`src/rtl/thermal_charge_governor.sv`:
```
module thermal_charge_governor #(
  parameter int DB_W    = 8,
  parameter int TMR_W   = 16,
  parameter int INT_LEN = 4,
  parameter int VOFS_W  = 12
) (
  input  logic                     clk,
  input  logic                     rst_n,
  input  logic                     cmp_cold,
  input  logic                     cmp_cool,
  input  logic                     cmp_warm,
  input  logic                     cmp_hot,
  input  logic                     cfg_ignore,
  input  logic                     cfg_term_en,
  input  logic [1:0]               cfg_cool_isel,
  input  logic [2:0]               cfg_warm_vsel,
  input  logic [DB_W-1:0]          cfg_db_len,
  input  logic [TMR_W-1:0]         cfg_tmr_limit,
  input  logic [3:0]               cfg_mask,
  input  logic                     chg_en,
  input  logic                     tick,
  input  logic                     ibat_below_term,
  input  logic                     vbat_above_rechg,
  input  logic                     in_cv_loop,
  input  logic                     flag_clr,
  output logic [3:0]               zone_stat,
  output logic [3:0]               zone_flags,
  output logic                     int_n,
  output logic                     chg_suspend,
  output logic [6:0]               ichg_pct,
  output logic signed [VOFS_W-1:0] vofs_mv,
  output logic                     term_req,
  output logic                     ts_otg_ok,
  output logic [TMR_W-1:0]         tmr_count,
  output logic                     tmr_expired
);

  localparam logic [2:0] Z_COLD = 3'd0;
  localparam logic [2:0] Z_COOL = 3'd1;
  localparam logic [2:0] Z_NORM = 3'd2;
  localparam logic [2:0] Z_WARM = 3'd3;
  localparam logic [2:0] Z_HOT  = 3'd4;
  localparam int IC_W = $clog2(INT_LEN + 1);

  logic [3:0]      s1, s2;
  logic [2:0]      raw, cand, zone;
  logic [DB_W-1:0] db_cnt;
  logic            upd;
  logic [3:0]      new_bit;
  logic            evt, evt_int;
  logic [IC_W-1:0] icnt;
  logic            ph;
  logic            cold_e, cool_e, warm_e, hot_e, reduced;
  logic [VOFS_W-1:0] mag;

  always_ff @(posedge clk or negedge rst_n)
    if (!rst_n) begin
      s1 <= '0;
      s2 <= '0;
    end else begin
      s1 <= {cmp_cold, cmp_cool, cmp_warm, cmp_hot};
      s2 <= s1;
    end

  always_comb begin
    if (s2[3])      raw = Z_COLD;
    else if (s2[0]) raw = Z_HOT;
    else if (s2[2]) raw = Z_COOL;
    else if (s2[1]) raw = Z_WARM;
    else            raw = Z_NORM;
  end

  assign upd = (cand == raw) && (cand != zone) && (db_cnt >= cfg_db_len);

  always_ff @(posedge clk or negedge rst_n)
    if (!rst_n) begin
      cand   <= Z_NORM;
      zone   <= Z_NORM;
      db_cnt <= '0;
    end else if (raw != cand) begin
      cand   <= raw;
      db_cnt <= '0;
    end else if (cand != zone) begin
      if (upd) begin
        zone   <= cand;
        db_cnt <= '0;
      end else begin
        db_cnt <= db_cnt + 1'b1;
      end
    end

  always_comb begin
    case (cand)
      Z_COLD:  new_bit = 4'b1000;
      Z_COOL:  new_bit = 4'b0100;
      Z_WARM:  new_bit = 4'b0010;
      Z_HOT:   new_bit = 4'b0001;
      default: new_bit = 4'b0000;
    endcase
  end

  assign evt     = upd && !cfg_ignore && (new_bit != 4'b0000);
  assign evt_int = evt && ((new_bit & cfg_mask) == 4'b0000);

  always_ff @(posedge clk or negedge rst_n)
    if (!rst_n) zone_flags <= '0;
    else if (evt) zone_flags <= (flag_clr ? 4'b0000 : zone_flags) | new_bit;
    else if (flag_clr) zone_flags <= '0;

  always_ff @(posedge clk or negedge rst_n)
    if (!rst_n) icnt <= '0;
    else if (evt_int) icnt <= IC_W'(INT_LEN);
    else if (icnt != '0) icnt <= icnt - 1'b1;

  assign int_n = (icnt == '0);

  assign cold_e = !cfg_ignore && (zone == Z_COLD);
  assign cool_e = !cfg_ignore && (zone == Z_COOL);
  assign warm_e = !cfg_ignore && (zone == Z_WARM);
  assign hot_e  = !cfg_ignore && (zone == Z_HOT);

  assign zone_stat   = {cold_e, cool_e, warm_e, hot_e};
  assign ts_otg_ok   = !(cold_e || hot_e);
  assign chg_suspend = cold_e || hot_e || (cool_e && cfg_cool_isel == 2'b00) ||
                       (warm_e && cfg_warm_vsel == 3'b000);
  assign reduced     = cool_e && (cfg_cool_isel == 2'b01 || cfg_cool_isel == 2'b10);

  always_comb begin
    if (chg_suspend)                          ichg_pct = 7'd0;
    else if (cool_e && cfg_cool_isel == 2'b01) ichg_pct = 7'd20;
    else if (cool_e && cfg_cool_isel == 2'b10) ichg_pct = 7'd40;
    else                                       ichg_pct = 7'd100;
  end

  assign mag     = VOFS_W'(cfg_warm_vsel) * VOFS_W'(100);
  assign vofs_mv = (warm_e && cfg_warm_vsel != 3'b000) ? -$signed(mag) : '0;

  assign term_req = cfg_term_en && ibat_below_term && vbat_above_rechg &&
                    in_cv_loop && !chg_suspend;

  always_ff @(posedge clk or negedge rst_n)
    if (!rst_n) begin
      tmr_count <= '0;
      ph        <= 1'b0;
    end else if (!chg_en) begin
      tmr_count <= '0;
      ph        <= 1'b0;
    end else if (tick && !chg_suspend && tmr_count < cfg_tmr_limit) begin
      if (reduced) begin
        ph <= ~ph;
        if (ph) tmr_count <= tmr_count + 1'b1;
      end else begin
        tmr_count <= tmr_count + 1'b1;
      end
    end

  assign tmr_expired = (tmr_count >= cfg_tmr_limit);

endmodule


```
`config.mk`:
```
export PLATFORM = sky130hd
export DESIGN_NAME = thermal_charge_governor
export DESIGN_NICKNAME = d
export VERILOG_FILES = /design/src/rtl/thermal_charge_governor.sv
export SDC_FILE = /design/constraint.sdc
export NUM_CORES = 1
export LEC_CHECK = 0
export BUFFER_PORTS_ARGS = -buffer_cell sky130_fd_sc_hd__buf_2
export CAP_MARGIN = 5
export CORE_MARGIN = 5
export CORE_UTILIZATION = 47
export DETAILED_ROUTE_END_ITERATION = 8
export PLACE_DENSITY = 0.8
export SYNTH_ARGS = -nofsm -noshare
export SYNTH_HDL_FRONTEND = slang
export SYNTH_SLANG_ARGS = --single-unit
```
`constraint.sdc`:
```
create_clock -name clk -period 2.9 [get_ports clk]
set_input_delay 0.145 -clock clk [delete_from_list [all_inputs] [get_ports clk]]
set_output_delay 0.145 -clock clk [all_outputs]
set_load 0.005 [all_outputs]
```
==> impl_metrics.ini, run 1 <==
[outcome]
outcome = completed

[logic_synthesis]
yosys_most_used_dff = dfrtp_1
synth_edf_count = 0
synth_cell_types = 51
seq_area_frac_synth = 0.3492
synthCells = 380
synth_seq_cells = 46
syn-mean-instance-area_um2 = 8.693
netlist_area_um2 = 3303
synth-async-reset-ratio = 1.000
yosysWarnings = 0

[floorplan]
dieHeight_um = 93.84
coreArea_um2 = 6832
start_util = 0.4835
ioPinCount = 95
die-area_um2 = 8805
row_count = 30
dieWidth_um = 93.84

[clocking]
postCtsSetupBuffers = 0
clockBufferDepth = 2
path_clk_slew_ps = 80
htree_levels = 2
root_buffer = clkbuf_8
clk_latency_ps = 300
tritoncts = yes
cts.sinks = 46
cts_buffers = 5

[sta]
worst_pin_slew_ps = 1006
timing.slew.headroom = 0.3291
clock-skew-final_ps = 5.503
clock.fmax_mhz = 360.7
period_needed_ps = 2773
fin_crit_sh = 0.9561
setup_viol = 0
drv_slew = 0
final.setup.tns_ps = 0
rsz0062_at_grt = no
hold_viol_final = 0

[worst_setup_path]
worstPathRequired_ps = 3110
critPathKind = flip-flop to flip-flop
cp_max_fo = 12
cp.arrival_ps = 2980
startpoint_type = flip-flop
cp-end-kind = flip-flop

[cells_and_area]
diodes = 0
finalNonFillerCells = 572
finalNetCount = 563
area_delta_synth_final_pct = 20.83
drive_above_1_share = 0.2458

[pwr]
p_int_w = 0.0009840
power_density_nw_per_um2 = 342.8
p_leak_nw = 2.041
peakVddDrop_v = 0.0002371
p_sw_frac = 0.2808
pwr-share-seq = 0.513
p_sw_w = 0.0003843
clock_power_share = 0.271
power_frac_comb = 0.216

[drt]
drc_errors = 0
wl_mm = 7.431
antenna_left = 0
firstDrtPassIters = 4
wire_per_inst_um = 12.99
vias = 2973
drtIter0Drc = 91
vias_per_cell = 5.198

[placed_design]
io_buffers = 90
place.gp.congestion = 0.8775
place_inst = 561
place_hpwl_mm = 5.966

[min_path]
hp-class = primary input to async pin

[global_route]
grt_pass1_vias = 2869
grt_max_degree = 47
grt_pass1_wl_mm = 12.54
overflow = 0
antenna_found_initial = 0
grt_usage = 0.1731

[flow_run]
drv_cap = 0
## final cells by class
type,instances,area [µm²]
inverters,46,172.7
fillers,608,2840
flip-flops and latches,46,1154
clock inverters,1,7.507
multi-input cells,272,1879
repair buffers,105,585.6
well taps,96,120.1
clock buffers,6,72.57
## cell families after synthesis
group,count (synthesis),share of synthesized area
flip-flops,46,0.3492
buffers and inverters,65,0.08712
multiplexers,6,0.01932
other,1,0.001135
AO/OA/AOI/OAI,79,0.1462
AND/OR/NAND/NOR,131,0.2136
adder cells (fa/ha/maj),40,0.1515
XOR/XNOR,12,0.03182
## sequential cells by signal, summed over array words and instances, names as in the netlist
register    flops
s1              4
db_cnt          8
tmr_count      16
s2              4
cand            3
zone            3
zone_flags      4
ph              1
icnt            3
## cell usage in the layout (no fill, tap or decap), types with 5 or more instances in the layout
cell,instances
a21oi_1,23
a31oi_1,5
and2_1,5
and3_1,5
buf_2,90
buf_4,10
clkbuf_8,5
dfrtp_1,44
ha_1,40
inv_1,45
nand2_1,28
nand2b_1,7
nand3_1,11
nand4_1,7
nor2_1,26
nor3_1,8
o21ai_0,24
or3_1,15
xnor2_1,9
## metrics by stage
step	utilization	hold WS [ps]	power, W	setup slack [ps]	instance area (µm²)
finish	0.5842	16.98	0.001368	127.4	3991
global route	0.5842	58.13	0.001464	16.32	3991
CTS	0.5833	53.47	0.001391	63.61	3985
detailed placement	0.5658	254.3	0.001010	87.08	3865
global placement	0.5658	254.1	0.0009938	144.6	3865
floorplan	-	-150.6	0.0009082	370.8	3314
## worst paths after layout
check / cells after the start / start / slack, ps / endpoint
worst max-delay path: 8 / tmr_count[13] / 130 / tmr_count[9]
worst min-delay path: 1 / rst_n / 20 / s1[3]
worst max register to register: 8 / tmr_count[13] / 130 / tmr_count[9]
worst min register to register: 0 / s1[3] / 350 / s2[3]
max in group asynchronous: 1 / rst_n / 2270 / icnt[1]
min in group clk: 2 / flag_clr / 60 / zone_flags[0]
## timing repair
action | 4_1_cts | 5_1_grt
hold buffers | 4 | 0
gates resized for setup | 0 | 1
hold endpoints to repair | 4 | 0
endpoints found under the setup margin | 0 | 3
## per-layer routing
metal | global-route usage | part of all wire
met1 | 0.2208 | 0.45
met2 | 0.3022 | 0.49
met3 | 0.03045 | 0.050
met4 | 0.04332 | 0.010
met5 | 0 | 0
## worst max-delay path, cell delays in order, from the launching register on
cell and delay, ps:
dfrtp_1 390, ha_1 290, a211oi_1 230, nor2_1 80, nor4_2 300, or4b_1 540, buf_4 210, or4_1 490
a21oi_1 160
## power by group through the flow
| stage | logic, W | registers [W] | clock network (W) |
|---|---|---|---|
| 5_1_grt | 0.000344 | 0.000708 | 0.000412 |
| 3_5_place_dp | 0.000294 | 0.000715 | 0 |
| 4_1_cts | 0.000301 | 0.000703 | 0.000388 |
| 6_report | 0.000295 | 0.000702 | 0.000371 |
| 2_1_floorplan | 0.000201 | 0.000707 | 0 |
| 3_3_place_gp | 0.000280 | 0.000714 | 0 |
## cells in the mapped netlist (2+ instances only)
cell type | count | area share
xor2_1 | 3 | 0.0080
a31oi_1 | 5 | 0.0095
or4_1 | 4 | 0.0091
dfrtp_1 | 44 | 0.33
and3_1 | 5 | 0.0095
nand4_1 | 7 | 0.013
and2_1 | 5 | 0.0095
nor2_1 | 26 | 0.030
nor2b_1 | 4 | 0.0076
inv_1 | 45 | 0.051
nor3_1 | 8 | 0.012
or3_1 | 15 | 0.028
dfstp_2 | 2 | 0.016
nand2b_1 | 7 | 0.013
nand3_1 | 11 | 0.017
o211ai_1 | 2 | 0.0045
a41oi_1 | 2 | 0.0053
xnor2_1 | 9 | 0.024
o31ai_1 | 4 | 0.0091
mux2i_1 | 3 | 0.0091
or3b_1 | 2 | 0.0053
or4b_1 | 2 | 0.0061
a21oi_1 | 23 | 0.035
a211oi_1 | 4 | 0.0091
clkbuf_2 | 2 | 0.0030
a221oi_1 | 2 | 0.0053
buf_2 | 3 | 0.0045
clkbuf_1 | 5 | 0.0057
nand2_1 | 28 | 0.032
o21bai_1 | 2 | 0.0045
buf_4 | 8 | 0.018
ha_1 | 40 | 0.15
a21o_1 | 2 | 0.0045
o21ai_0 | 24 | 0.036
mux2_2 | 3 | 0.010
o22ai_1 | 4 | 0.0076
(Power assumes the default switching activity.)
==> run 2, diff against run 1 <==
==> constraint.sdc (replaced) <==
create_clock -name clk -period 3.3 [get_ports clk]
set_input_delay 0.165 -clock clk [delete_from_list [all_inputs] [get_ports clk]]
set_output_delay 0.165 -clock clk [all_outputs]
set_load 0.005 [all_outputs]
==> run 2 against run 1 <==
Compared with the run above:
- largest power group unchanged
- global-route usage hardly changed
- register-to-register slack better by 290 ps
- cell count is 0.87% lower
- clock skew is 2.8 ps higher
==> impl_metrics.ini, run 2 (same netlist as run 1, synthesis figures left out) <==
[sta]
worst_pin_slew_ps = 1004
drv_slew = 0
setup_viol = 0
timing.slew.headroom = 0.3309
final.setup.tns_ps = 0
rsz0062_at_grt = no
clock-skew-final_ps = 8.331
fin_crit_sh = 0.8742
clock.fmax_mhz = 346.6
hold_viol_final = 0
period_needed_ps = 2885

[clocking]
root_buffer = clkbuf_8
htree_levels = 2
clockBufferDepth = 2
cts_resized = 0
tritoncts = yes
cts.sinks = 46
path_clk_slew_ps = 80
cts_buffers = 5
clk_latency_ps = 300

[worst_setup_path]
timing.rr.start = tmr_count[13]
startpoint_type = flip-flop
cp_cell_sequence = ha_1, a211oi_1, nor2_1, nor4_1, or4b_1, buf_4, or4_1, a21oi_1
crit_path_top_delay_cell = or4_1
r2r_cells = 8
rr_endpoint = tmr_count[9]
rrSetupSlack_ps = 420
cp.arrival_ps = 3100
cp_max_fo = 34
cp-end-kind = flip-flop
critPathKind = flip-flop to flip-flop
max_stage_delay_ps = 530
worstPathRequired_ps = 3520

[pwr]
p_leak_nw = 2.014
power_density_nw_per_um2 = 311.4
p_total_w = 0.001226
peakVddDrop_v = 0.0001981

[cells_and_area]
seq_area_um2 = 1154
largest_reg_flops = 16
layout_commonest_cell = buf_2
finalNetCount = 557
regMostFlops = tmr_count
num-fill-cells = 631
drive_above_1_share = 0.2357
mostFrequentLayoutCells = buf_2 (90), inv_1 (45), dfrtp_1 (44), ha_1 (40), nand2_1 (28)
multi_input_area_um2 = 1873
largestRegisters = tmr_count x16, db_cnt x8
diodes = 0
area_delta_synth_final_pct = 19.24

[floorplan]
row_count = 30
ioPinCount = 95
die-area_um2 = 8805
dieWidth_um = 93.84
coreArea_um2 = 6832
dieHeight_um = 93.84
start_util = 0.4835

[drt]
firstDrtPassIters = 4
wl_mm = 7.301
drtIter0Drc = 102
wire_per_inst_um = 12.88
drc_errors = 0
vias_per_cell = 5.166
antenna_left = 0
vias = 2929

[placed_design]
io_buffers = 90
place.gp.congestion = 0.8101
place_hpwl_mm = 5.809

[global_route]
grt_max_degree = 47
grt_usage = 0.1728
overflow = 0
antenna_found_initial = 0
grt_pass1_wl_mm = 12.35
grt_pass1_vias = 2887

[min_path]
hp-class = primary input to async pin

[outcome]
outcome = completed

[flow_run]
drv_cap = 0
-- run 2: changes by cell type in the layout (fill, tap and decap cells not counted) --
| cell | previous run | this run |
|---|---|---|
| buf_4 | 10 | 5 |
| buf_12 | 1 | 0 |
| clkbuf_8 | 5 | 6 |
| clkinv_2 | 0 | 1 |
| clkinvlp_4 | 1 | 0 |
| nor4_1 | 0 | 1 |
| nor4_2 | 1 | 0 |
-- run 2: timing repair --
action | in CTS | in global routing
buffers inserted | 0 | 0
hold buffers | 4 | 0
endpoints found under the hold margin | 4 | 0
-- run 2: cell type report --
| cell class | count | area share |
|---|---|---|
| clock buffers | 7 | 0.02192 |
| clock inverters | 1 | 0.001271 |
| inverters | 46 | 0.04384 |
| multi-input cells | 272 | 0.4755 |
| flip-flops and latches | 46 | 0.2929 |
| well taps | 96 | 0.03050 |
| repair buffers | 99 | 0.1341 |
-- run 2: critical path, delay by kind of cell (launching register included) --
kind | cells | cell delay (ps)
AO/OA/AOI/OAI | 2 | 420
adder cells (fa/ha/maj) | 1 | 310
flip-flops | 1 | 430
AND/OR/NAND/NOR | 4 | 1410
buffers and inverters | 1 | 230
-- run 2: how the worst max path moves through the flow --
stage               cells past startpoint          start             to  slack [ps]
detailed placement                      8  tmr_count[13]   tmr_count[9]         480
global route                            8  tmr_count[13]   tmr_count[9]         210
global placement                        8  tmr_count[13]  tmr_count[14]         590
finish                                  8  tmr_count[13]   tmr_count[9]         420
CTS                                     8  tmr_count[13]   tmr_count[9]         440
floorplan                               8  tmr_count[13]   tmr_count[9]         770
-- run 2: metrics by stage --
stage | area, µm² | instances | hold WS, ps | util | worst slack (ps)
final | 3939 | 567 | 35.78 | 0.5766 | 415.2
after global routing | 3939 | 567 | 84.26 | 0.5766 | 210.4
after CTS | 3939 | 567 | 55.91 | 0.5766 | 439.7
after detailed placement | 3807 | 555 | 274.3 | 0.5573 | 475.2
after global placement | 3807 | 555 | 274.6 | 0.5573 | 591.7
after floorplan | 3314 | 383 | -130.6 | - | 770.8
-- run 2: layer usage --
layer  part of all wire  up-vias  global-route usage
li1                   -     1491                   -
met2               0.48       79              0.3099
met1               0.44     1351              0.2077
met3              0.070        8             0.04407
met4             0.0075        0             0.03610
met5                  0        -                   0
-- run 2: power breakdown --
part	internal (W)	leakage (nW)	total (W)	switching, W
clock	0.000169	0.0482	0.000355	0.000186
combinational	0.000121	1.36	0.000252	0.000131
sequential	0.000594	0.607	0.000619	0.0000245
total	0.000885	2.01	0.00123	0.000342
==> run 3, diff against run 2 <==
--- a/config.mk
+++ b/config.mk
@@ -11,6 +11,7 @@
 export CORE_UTILIZATION = 47
 export DETAILED_ROUTE_END_ITERATION = 8
 export PLACE_DENSITY = 0.8
+export RECOVER_POWER = 25
 export SYNTH_ARGS = -nofsm -noshare
 export SYNTH_HDL_FRONTEND = slang
 export SYNTH_SLANG_ARGS = --single-unit
==> run 3 against run 2 <==
Compared with the run above:
- the run now ends with capacitance limit, slew limit left
- sequential power about the same
- clock power about the same
- cell count is the same
- power about the same
- critical path type unchanged
- critical endpoint unchanged
- largest power group unchanged
==> impl_metrics.ini, run 3 (same netlist as run 1, synthesis figures left out) <==
[outcome]
outcome = finished, violations left
violations = capacitance limit, slew limit

[worst_setup_path]
rrSetupSlack_ps = 410
cp_max_fo = 34
worstPathRequired_ps = 3520
cp.arrival_ps = 3110
cp-end-kind = flip-flop
startpoint_type = flip-flop
critPathKind = flip-flop to flip-flop

[floorplan]
start_util = 0.4835
dieHeight_um = 93.84
ioPinCount = 95
row_count = 30
dieWidth_um = 93.84
coreArea_um2 = 6832
die-area_um2 = 8805

[sta]
rsz0062_at_grt = no
hold_viol_final = 0
setup_viol = 0
final.setup.tns_ps = 0
worst_pin_slew_ps = 2412
timing.slew.headroom = -0.6077
drv_slew = 47
clock-skew-final_ps = 8.309
period_needed_ps = 2886
fin_crit_sh = 0.8747
clock.fmax_mhz = 346.5
post-route-worst-setup-slack_ps = 413.6

[pwr]
power_frac_comb = 0.206
p_sw_frac = 0.2788
power_density_nw_per_um2 = 311.5
p_int_w = 0.0008845
peakVddDrop_v = 0.0001972
p_sw_w = 0.0003419
p_leak_nw = 2.011
pwr-share-seq = 0.505
clock_power_share = 0.290

[clocking]
clockBufferDepth = 2
path_clk_slew_ps = 80
root_buffer = clkbuf_8
htree_levels = 2
cts_buffers = 5
postCtsSetupBuffers = 0
clk_latency_ps = 300
tritoncts = yes
cts.sinks = 46

[global_route]
grt_usage = 0.1728
grt_pass1_wl_mm = 12.35
overflow = 0
grt_max_degree = 47
antenna_found_initial = 0
grt_pass1_vias = 2887

[drt]
drc_errors = 0
drtIter0Drc = 102
firstDrtPassIters = 4
antenna_left = 0
wl_mm = 7.307
wire_per_inst_um = 12.89
vias = 2930
vias_per_cell = 5.168

[min_path]
hp-class = primary input to flip-flop

[flow_run]
drv_cap = 1

[cells_and_area]
regMostFlops = tmr_count
finalNetCount = 557
layout_commonest_cell = buf_2
mostFrequentLayoutCells = buf_2 (89), inv_1 (45), dfrtp_1 (44), ha_1 (40), nand2_1 (28)
largest_reg_flops = 16
drive_above_1_share = 0.2335
finalNonFillerCells = 567
largestRegisters = tmr_count x16, db_cnt x8
num-fill-cells = 630
area_delta_synth_final_pct = 19.20
diodes = 0

[placed_design]
dpl_worst_slack_ps = 475.2
place.gp.congestion = 0.8101
io_buffers = 90
place_inst = 555
place_hpwl_mm = 5.809
-- run 3: cell types whose count changed in the layout (fill, tap and decap cells not counted) --
cell and change:
buf_2 -1, clkbuf_1 +1
-- run 3: final cells by class --
type / instances / area (µm²) / area share
Inverter: 46 / 172.7 / 0.04385
Multi-Input combinational cell: 272 / 1873 / 0.4757
Clock buffer: 7 / 86.33 / 0.02193
Sequential cell: 46 / 1154 / 0.2930
Tap cell: 96 / 120.1 / 0.03051
Clock inverter: 1 / 5.005 / 0.001271
Timing Repair Buffer: 99 / 526.8 / 0.1338
-- run 3: worst max-delay path, cell delays in order, from the launching register on --
cell	delay, ps
dfrtp_1	430
ha_1	310
a211oi_1	250
nor2_1	80
nor4_1	340
or4b_1	460
buf_4	230
or4_1	530
a21oi_1	170
-- run 3: what timing repair did --
action                    4_1_cts  5_1_grt
hold buffers                    4        0
resized for setup               0        0
hold endpoints to repair        4        0
-- run 3: metal layers --
| metal | routed length [µm] | track usage |
|---|---|---|
| met1 | 3190 | 0.2077 |
| met4 | 55 | 0.03610 |
| met5 | 0 | 0 |
| met3 | 515 | 0.04407 |
| met2 | 3545 | 0.3099 |
-- run 3: power groups by stage --
| stage | Sequential [W] | Combinational [W] | Clock [W] |
|---|---|---|---|
| after floorplan | 0.000621 | 0.000177 | 0 |
| after global placement | 0.000628 | 0.000240 | 0 |
| after detailed placement | 0.000630 | 0.000252 | 0 |
| after CTS | 0.000619 | 0.000259 | 0.000365 |
| after global routing | 0.000622 | 0.000290 | 0.000393 |
| final | 0.000619 | 0.000252 | 0.000355 |
-- run 3: worst paths after layout --
path	to	cells past startpoint	startpoint
min in group asynchronous	db_cnt[4]	1	rst_n
min	zone_flags[0]	2	flag_clr
min reg2reg	s2[3]	0	s1[3]
max reg2reg	tmr_count[9]	8	tmr_count[13]
max in group asynchronous	cand[2]	1	rst_n
max	tmr_count[9]	8	tmr_count[13]
-- run 3: per-stage QoR --
stage          instance area (µm²)  hold slack (ps)  utilization  total power [W]
2_1_floorplan                 3314           -130.6            -        0.0007982
4_1_cts                       3939            55.91       0.5766         0.001243
6_report                      3938            78.58       0.5764         0.001226
5_1_grt                       3938            84.26       0.5764         0.001305
3_3_place_gp                  3807            274.6       0.5573        0.0008679
3_5_place_dp                  3807            274.3       0.5573        0.0008825
